`src/rtl/cmc_pkg.sv`:
```
package cmc_pkg;

  typedef enum logic [2:0] {
    ST_POR,
    ST_SLEEP,
    ST_WAKE,
    ST_NORM,
    ST_CAL_OFS,
    ST_CAL_GAIN
  } cmc_state_e;

  // mode field codes, bits [1:0] of the command word
  localparam logic [1:0] MODE_NORM  = 2'b00;
  localparam logic [1:0] MODE_CAL   = 2'b01;
  localparam logic [1:0] MODE_SLEEP = 2'b10;

  // command word bit positions
  localparam int unsigned BIT_DF     = 2;
  localparam int unsigned BIT_CALPIN = 3;
  localparam int unsigned BIT_CLR    = 4;
  localparam int unsigned BIT_CRST   = 5;

  // host register select
  localparam logic [1:0] SEL_DATA = 2'b00;
  localparam logic [1:0] SEL_CMD  = 2'b01;
  localparam logic [1:0] SEL_OFS  = 2'b10;
  localparam logic [1:0] SEL_FS   = 2'b11;

endpackage

```
`src/rtl/cmc_seq.sv`:
```
module cmc_seq
  import cmc_pkg::*;
#(
  parameter int unsigned WAKE_CYC = 256
) (
  input  logic       clk,
  input  logic       rst_n,
  input  logic [1:0] mode_bits,
  input  logic       ofs_done,
  input  logic       gain_done,
  output cmc_state_e state_o,
  output logic       waking,
  output logic       ofs_cap,
  output logic       fs_cap,
  output logic       cal_ofs_run,
  output logic       cal_gain_run
);

  localparam int unsigned CNT_W = (WAKE_CYC > 2) ? $clog2(WAKE_CYC) : 1;
  localparam logic [CNT_W-1:0] CNT_LAST = CNT_W'(WAKE_CYC - 1);

  cmc_state_e       state_q, state_d;
  logic [CNT_W-1:0] cnt_q, cnt_d;
  logic             cnt_en;

  // next-state logic
  always_comb begin
    state_d = state_q;
    unique case (state_q)
      ST_POR:   state_d = ST_SLEEP;
      ST_SLEEP: if (mode_bits != MODE_SLEEP) state_d = ST_WAKE;
      ST_WAKE: begin
        if (mode_bits == MODE_SLEEP)
          state_d = ST_SLEEP;
        else if (cnt_q == CNT_LAST)
          state_d = (mode_bits == MODE_CAL) ? ST_CAL_OFS : ST_NORM;
      end
      ST_NORM: begin
        if (mode_bits == MODE_SLEEP)    state_d = ST_SLEEP;
        else if (mode_bits == MODE_CAL) state_d = ST_CAL_OFS;
      end
      ST_CAL_OFS:  if (ofs_done)  state_d = ST_CAL_GAIN;
      ST_CAL_GAIN: if (gain_done) state_d = ST_NORM;
      default:     state_d = ST_SLEEP;
    endcase
  end

  // wake interval counter
  always_comb begin
    cnt_en = (state_q == ST_WAKE) || (state_d == ST_WAKE);
    cnt_d  = (state_q == ST_WAKE) ? cnt_q + CNT_W'(1) : '0;
  end

  always_ff @(posedge clk or negedge rst_n) begin
    if (!rst_n) state_q <= ST_POR;
    else        state_q <= state_d;
  end

  always_ff @(posedge clk or negedge rst_n) begin
    if (!rst_n)      cnt_q <= '0;
    else if (cnt_en) cnt_q <= cnt_d;
  end

  assign state_o      = state_q;
  assign waking       = (state_q == ST_WAKE);
  assign cal_ofs_run  = (state_q == ST_CAL_OFS);
  assign cal_gain_run = (state_q == ST_CAL_GAIN);
  assign ofs_cap      = cal_ofs_run && ofs_done;
  assign fs_cap       = cal_gain_run && gain_done;

  // the gain phase only follows an offset phase
  a_r6_phase_order: assert property (@(posedge clk) disable iff (!rst_n)
    $rose(cal_gain_run) |-> $past(cal_ofs_run));

  // done pulses in normal operation leave the sequencer in place
  a_r12_stray_done: assert property (@(posedge clk) disable iff (!rst_n)
    (state_q == ST_NORM && mode_bits[0] == 1'b0 && mode_bits[1] == 1'b0)
      |=> !cal_gain_run);

endmodule

```
`src/rtl/cmc_regs.sv`:
```
module cmc_regs
  import cmc_pkg::*;
#(
  parameter int unsigned DATA_W = 16,
  parameter int unsigned CMD_W  = 16,
  parameter int unsigned CAL_W  = 24
) (
  input  logic              clk,
  input  logic              rst_n,
  input  logic              host_wr,
  input  logic [1:0]        host_sel,
  input  logic [CAL_W-1:0]  host_wdata,
  input  logic              ofs_cap,
  input  logic              fs_cap,
  input  logic [CAL_W-1:0]  ofs_result,
  input  logic [CAL_W-1:0]  fs_result,
  output logic [CMD_W-1:0]  cmd_q,
  output logic [DATA_W-1:0] data_q,
  output logic [CAL_W-1:0]  ofs_q,
  output logic [CAL_W-1:0]  fs_q,
  output logic              wr_lock
);

  localparam logic [CMD_W-1:0] CMD_RST   = CMD_W'(MODE_SLEEP);
  localparam logic [CMD_W-1:0] PULSE_MSK = ~((CMD_W'(1) << BIT_CLR) | (CMD_W'(1) << BIT_CRST));

  logic              wr_ok, wr_cmd, do_clr, do_crst;
  logic              cmd_en, data_en, ofs_en, fs_en;
  logic [CMD_W-1:0]  cmd_d;
  logic [DATA_W-1:0] data_d;
  logic [CAL_W-1:0]  ofs_d, fs_d;

  assign wr_lock = (cmd_q[1:0] == MODE_CAL);
  assign wr_ok   = host_wr && !wr_lock;
  assign wr_cmd  = wr_ok && (host_sel == SEL_CMD);
  assign do_clr  = wr_cmd && host_wdata[BIT_CLR];
  assign do_crst = wr_cmd && host_wdata[BIT_CRST];

  always_comb begin
    cmd_en = fs_cap || wr_cmd;
    if (fs_cap) cmd_d = {cmd_q[CMD_W-1:2], MODE_NORM};
    else        cmd_d = host_wdata[CMD_W-1:0] & PULSE_MSK;
  end

  always_comb begin
    data_en = do_clr || (wr_ok && host_sel == SEL_DATA);
    data_d  = do_clr ? '0 : host_wdata[DATA_W-1:0];
  end

  always_comb begin
    ofs_en = ofs_cap || do_crst || (wr_ok && host_sel == SEL_OFS);
    if (ofs_cap)      ofs_d = {~ofs_result[CAL_W-1], ofs_result[CAL_W-2:0]};
    else if (do_crst) ofs_d = '0;
    else              ofs_d = host_wdata;
  end

  always_comb begin
    fs_en = fs_cap || do_crst || (wr_ok && host_sel == SEL_FS);
    if (fs_cap)       fs_d = fs_result;
    else if (do_crst) fs_d = '0;
    else              fs_d = host_wdata;
  end

  always_ff @(posedge clk or negedge rst_n) begin
    if (!rst_n)      cmd_q <= CMD_RST;
    else if (cmd_en) cmd_q <= cmd_d;
  end

  always_ff @(posedge clk or negedge rst_n) begin
    if (!rst_n)       data_q <= '0;
    else if (data_en) data_q <= data_d;
  end

  always_ff @(posedge clk or negedge rst_n) begin
    if (!rst_n)      ofs_q <= '0;
    else if (ofs_en) ofs_q <= ofs_d;
  end

  always_ff @(posedge clk or negedge rst_n) begin
    if (!rst_n)     fs_q <= '0;
    else if (fs_en) fs_q <= fs_d;
  end

  // clear request empties the input code and does not stick
  a_r9_clr_pulse: assert property (@(posedge clk) disable iff (!rst_n)
    (host_wr && !wr_lock && host_sel == SEL_CMD && host_wdata[BIT_CLR])
      |=> (data_q == '0) && !cmd_q[BIT_CLR]);

  // correction reset empties both words and does not stick
  a_r10_crst_pulse: assert property (@(posedge clk) disable iff (!rst_n)
    (host_wr && !wr_lock && host_sel == SEL_CMD && host_wdata[BIT_CRST])
      |=> (ofs_q == '0) && (fs_q == '0) && !cmd_q[BIT_CRST]);

endmodule

```
`src/rtl/cmc_outen.sv`:
```
module cmc_outen
  import cmc_pkg::*;
(
  input  cmc_state_e state,
  input  logic       calpin,
  output logic       out_en
);

  always_comb begin
    unique case (state)
      ST_NORM:                 out_en = 1'b1;
      ST_CAL_OFS, ST_CAL_GAIN: out_en = calpin;
      default:                 out_en = 1'b0;
    endcase
  end

endmodule

```
`src/rtl/conv_mode_ctrl.sv`:
```
module conv_mode_ctrl
  import cmc_pkg::*;
#(
  parameter int unsigned DATA_W   = 16,
  parameter int unsigned CMD_W    = 16,
  parameter int unsigned CAL_W    = 24,
  parameter int unsigned WAKE_CYC = 256
) (
  input  logic              clk,
  input  logic              rst_n,
  input  logic              host_wr,
  input  logic [1:0]        host_sel,
  input  logic [CAL_W-1:0]  host_wdata,
  input  logic              ofs_done,
  input  logic [CAL_W-1:0]  ofs_result,
  input  logic              gain_done,
  input  logic [CAL_W-1:0]  fs_result,
  output logic [CMD_W-1:0]  cmd_q,
  output logic [DATA_W-1:0] data_q,
  output logic [CAL_W-1:0]  ofs_q,
  output logic [CAL_W-1:0]  fs_q,
  output logic              out_en,
  output logic              wr_lock,
  output logic              waking,
  output logic              cal_ofs_run,
  output logic              cal_gain_run,
  output logic              cal_ofs_ld,
  output logic              cal_fs_ld
);

  cmc_state_e state;

  cmc_seq #(.WAKE_CYC(WAKE_CYC)) u_seq (
    .clk          (clk),
    .rst_n        (rst_n),
    .mode_bits    (cmd_q[1:0]),
    .ofs_done     (ofs_done),
    .gain_done    (gain_done),
    .state_o      (state),
    .waking       (waking),
    .ofs_cap      (cal_ofs_ld),
    .fs_cap       (cal_fs_ld),
    .cal_ofs_run  (cal_ofs_run),
    .cal_gain_run (cal_gain_run)
  );

  cmc_regs #(.DATA_W(DATA_W), .CMD_W(CMD_W), .CAL_W(CAL_W)) u_regs (
    .clk        (clk),
    .rst_n      (rst_n),
    .host_wr    (host_wr),
    .host_sel   (host_sel),
    .host_wdata (host_wdata),
    .ofs_cap    (cal_ofs_ld),
    .fs_cap     (cal_fs_ld),
    .ofs_result (ofs_result),
    .fs_result  (fs_result),
    .cmd_q      (cmd_q),
    .data_q     (data_q),
    .ofs_q      (ofs_q),
    .fs_q       (fs_q),
    .wr_lock    (wr_lock)
  );

  cmc_outen u_outen (
    .state  (state),
    .calpin (cmd_q[BIT_CALPIN]),
    .out_en (out_en)
  );

  // output stays dark through the power-up interval
  a_r3_wake_dark: assert property (@(posedge clk) disable iff (!rst_n)
    waking |-> !out_en);

  // a running calibration always holds the write lock
  a_r4_lock_in_cal: assert property (@(posedge clk) disable iff (!rst_n)
    (cal_ofs_run || cal_gain_run) |-> wr_lock);

  // a refused write leaves the input code untouched
  a_r5_locked_data: assert property (@(posedge clk) disable iff (!rst_n)
    (wr_lock && host_wr) |=> $stable(data_q));

  // end of gain phase hands control back to the host
  a_r7_mode_returns: assert property (@(posedge clk) disable iff (!rst_n)
    cal_fs_ld |=> (cmd_q[1:0] == MODE_NORM) && !wr_lock && out_en);

  // entering sleep from normal darkens the output without waking
  a_r13_sleep_direct: assert property (@(posedge clk) disable iff (!rst_n)
    (state == ST_NORM && cmd_q[1:0] == MODE_SLEEP) |=> !out_en && !waking);

  // at most one of the busy phases is active
  a_r6_single_phase: assert property (@(posedge clk) disable iff (!rst_n)
    $onehot0({waking, cal_ofs_run, cal_gain_run}));

endmodule

```
`config.mk`:
```
export PLATFORM = sky130hd
export DESIGN_NAME = conv_mode_ctrl
export DESIGN_NICKNAME = d
export VERILOG_FILES = /design/src/rtl/cmc_pkg.sv /design/src/rtl/cmc_seq.sv /design/src/rtl/cmc_regs.sv /design/src/rtl/cmc_outen.sv /design/src/rtl/conv_mode_ctrl.sv
export SDC_FILE = /design/constraint.sdc
export NUM_CORES = 1
export LEC_CHECK = 0
export BUFFER_PORTS_ARGS = -buffer_cell sky130_fd_sc_hd__buf_2
export CAP_MARGIN = 20
export CORE_ASPECT_RATIO = 0.5
export CORE_MARGIN = 10
export CORE_UTILIZATION = 50
export CTS_BUF_LIST = sky130_fd_sc_hd__clkbuf_16
export DETAILED_ROUTE_END_ITERATION = 8
export PLACE_DENSITY = 0.8
export SLEW_MARGIN = 20
export SYNTH_ARGS = -nofsm -noshare
export SYNTH_HDL_FRONTEND = slang
export SYNTH_HIERARCHICAL = 1
export SYNTH_SLANG_ARGS = --single-unit
```
`constraint.sdc`:
```
create_clock -name clk -period 2.6 [get_ports clk]
set_clock_uncertainty 0.2 [all_clocks]
set_input_delay 0.65 -clock clk [delete_from_list [all_inputs] [get_ports clk]]
set_output_delay 0.65 -clock clk [all_outputs]
set_load 0.01 [all_outputs]
```
==> results.yml <==
run_status:
  run_status: "complete, no violations"
floorplan:
  fp.dieH_um: 88.54
  die_width_um: 157.1
  rows: 24
  core_area_um2: 8919
  start_util: 0.5267
  die_area_um2: 13910
  ios: 166
setup_path:
  arrival_ns: 1.65
  crit_path_end_kind: "output pin"
  r2r_slack_ns: 0.32
  r2r-end: "u_regs/ofs_q[9]$_DFFE_PN0P_"
  reg2reg_depth: 6
  worstPathMaxFanout: 19
  crit_start: "u_seq/state_o[1]$_DFF_PN0_"
  critPathLaunchType: "flop"
  r2r_start: "u_regs/cmd_q[1]$_DFFE_PN1P_"
  slowest_stage: "dfrtp_1"
  required_ns: 1.75
  critPathKind: "reg -> out"
  max_stage_delay_ns: 0.37
  path_cells: "nand2b_1 -> nor3_2 -> buf_4 -> buf_2"
grt:
  grt_pass1_vias: 4419
  grt_max_degree: 51
  top_usage_layer: "met2"
  grt_use_met2: 0.3536
  grt_usage: 0.2203
  grt_overflow: 0
  grt_pass1_wl_um: 24610
  grt_use_met3: 0.05763
  use_met1: 0.2929
  antenna_found_initial: 0
power:
  netSwitchingFraction: 0.3892
  comb_power_share: 0.438
  clockPowerShare: 0.183
  power_switching_w: 0.002433
  vdd_ir_drop_max_v: 0.0003719
  seq_power_share: 0.380
  internal-power_w: 0.003819
  leakagePower_nw: 2.901
  p_per_area_nw_per_um2: 1056
timing:
  period_needed_ns: 2.504
  rsz0062_at_grt: "false"
  max_freq_mhz: 399.4
  setup_tns_ns: 0
  setup-violations-final: 0
  drv_slew: 0
  period_share: 0.9630
  hold_viol: 0
  slew_headroom: 0.5619
  worst_slew_pin_slew_ns: 0.6517
final_layout:
  diodes: 0
  fillers: 703
  post-route-util: 0.6636
  regArea_um2: 2228
  nNetsFinal: 669
  multi_input_comb_area_um2: 2052
  layout-drive-gt1-share: 0.3811
  area_growth_pct: 26.00
placement:
  place_hpwl_um: 11090
  io_buffers: 163
  routabilityCongestion: 0.8729
clock_tree:
  clockBufferDepth: 2
  cts_resized: 0
  cts-buffers-inserted: 9
  cts_root_buf: "clkbuf_16"
  cts_hold_buf: 0
  clk_latency_ns: 0.34
  clk_pin_slew_worst_paths_ns: 0.06
  cts_setup_buffers: 0
  clock_sinks: 89
  cts_tree: "yes"
  ctsHtreeMaxLevel: 3
synth:
  ys.flop_type: "dfrtp_1"
  syn_area_per_cell_um2: 10.56
  synth_top_area_cell: "dfrtp_1"
  synth-edff-count: 0
  ys_seq_area_frac: 0.4744
  yosys_warnings: 6
  synth-seq-cells: 89
  synth_area_leaders: "dfrtp_1 (47%), a221oi_1 (9.0%), a41oi_1 (9.0%)"
  async_flop_share: 1.000
  syn_inst: 445
  synth_top_area_share: 0.4688
  yosysUniqueCellTypes: 44
  syn_area_um2: 4697
routing:
  viasPerCell: 6.375
  drtAntennaViolNets: 0
  drt-wirelength-per-cell_um: 22.18
  num_vias: 4526
  first_pass_iters: 6
  finalWirelength_um: 15750
  drcViolationCount: 0
  drt_iter0_drc: 596
worst_hold_path:
  hp-class: "in -> async"
job:
  drv_cap: 0
==> registers in the layout, indices dropped and copies added (netlist names) <==
register,count
u_regs/ofs_q,24
u_seq/state_o,3
u_seq/cnt_q,8
u_regs/fs_q,24
u_regs/cmd_q,14
u_regs/data_q,16
==> cell families after synthesis <==
group | Yosys count | synth area share
buffers and inverters | 109 | 0.09590
XOR/XNOR | 5 | 0.009323
adder cells (fa/ha/maj) | 1 | 0.002663
multiplexers | 13 | 0.03889
other | 1 | 0.0007984
flip-flops | 89 | 0.4744
AO/OA/AOI/OAI | 180 | 0.3135
AND/OR/NAND/NOR | 47 | 0.06447
==> cell usage after synthesis (2+ instances only) <==
| cell | instances |
|---|---|
| inv_2 | 2 |
| and3_1 | 2 |
| a22o_1 | 16 |
| inv_1 | 52 |
| nor2_1 | 8 |
| buf_2 | 6 |
| o31ai_1 | 49 |
| nand4_1 | 5 |
| xor2_1 | 5 |
| nand2_1 | 6 |
| mux2_2 | 2 |
| a31oi_1 | 3 |
| o2111ai_1 | 2 |
| clkbuf_1 | 42 |
| nor2b_1 | 3 |
| nand2b_1 | 4 |
| o21ai_0 | 5 |
| nor3_1 | 2 |
| nand3_1 | 2 |
| a221oi_1 | 48 |
| buf_6 | 3 |
| mux2_4 | 10 |
| a21oi_1 | 4 |
| a41oi_1 | 48 |
| buf_4 | 3 |
| nor4_2 | 4 |
| and2_1 | 3 |
| nand3b_1 | 3 |
| dfrtp_1 | 88 |
==> area by class of cell <==
type,instances,share of cell area
Multi-Input combinational cell,248,0.3467
Timing Repair Buffer,187,0.1751
Clock buffer,9,0.03805
Inverter,54,0.03425
Tap cell,117,0.02474
Clock inverter,6,0.004651
Sequential cell,89,0.3765
==> worst max-delay path, delay by kind of cell (launching register included) <==
kind          cells  cell delay, ns
flops             1            0.37
buf+inv           2            0.46
simple gates      2            0.48
==> metrics by stage <==
step	power [W]	std cells	hold WS (ns)	instance area [um^2]	setup slack, ns
5_1_grt	0.006646	710	0.1358	5918	0.03414
3_3_place_gp	0.005049	695	0.2765	5665	0.2617
3_5_place_dp	0.005122	695	0.2766	5665	0.2313
2_1_floorplan	0.003973	446	0.1544	4701	0.2874
6_report	0.006252	710	0.09937	5918	0.09621
4_1_cts	0.006276	710	0.1195	5918	0.09728
==> placed cells by master (no fill, tap or decap), drive strengths merged, types with 2 or more instances in the layout <==
cell type,synthesis,final
nor2,8,8
and3,2,2
buf,13,187
nor2b,3,3
a31oi,3,3
a221oi,48,48
o2111ai,2,2
nand3b,3,3
dfrtp,88,88
a41oi,48,48
nor3,2,2
conb,1,2
nand2b,4,4
a21oi,4,4
nand2,7,7
nand3,2,2
xor2,5,5
nor4,4,4
a22o,16,16
nand4,5,5
clkbuf,42,9
o31ai,49,49
inv,54,55
mux2,12,12
and2,3,3
o21ai,6,6
clkinv,0,4
==> layer usage <==
metal / vias to the layer above / wire length, um
met5: - / 0
met2: 252 / 7721
li1: 2042 / -
met3: 13 / 1473
met4: 0 / 140
met1: 2219 / 6413
==> how the worst max path moves through the flow <==
stage	depth (start not counted)	slack, ns	end
global route	4	0.03	cal_fs_ld
CTS	4	0.1	cal_fs_ld
finish	4	0.1	cal_fs_ld
detailed placement	5	0.23	cal_fs_ld
floorplan	7	0.29	u_regs/cmd_q[10]$_DFFE_PN0P_
global placement	5	0.26	cal_fs_ld
==> power by group through the flow <==
stage	Clock, W	Sequential (W)	Combinational (W)
after CTS	0.00116	0.00237	0.00275
after global routing	0.00122	0.00245	0.00298
final	0.00114	0.00237	0.00274
after detailed placement	0	0.00237	0.00275
after floorplan	0	0.00261	0.00136
after global placement	0	0.00237	0.00268
(Power assumes the default switching activity.)
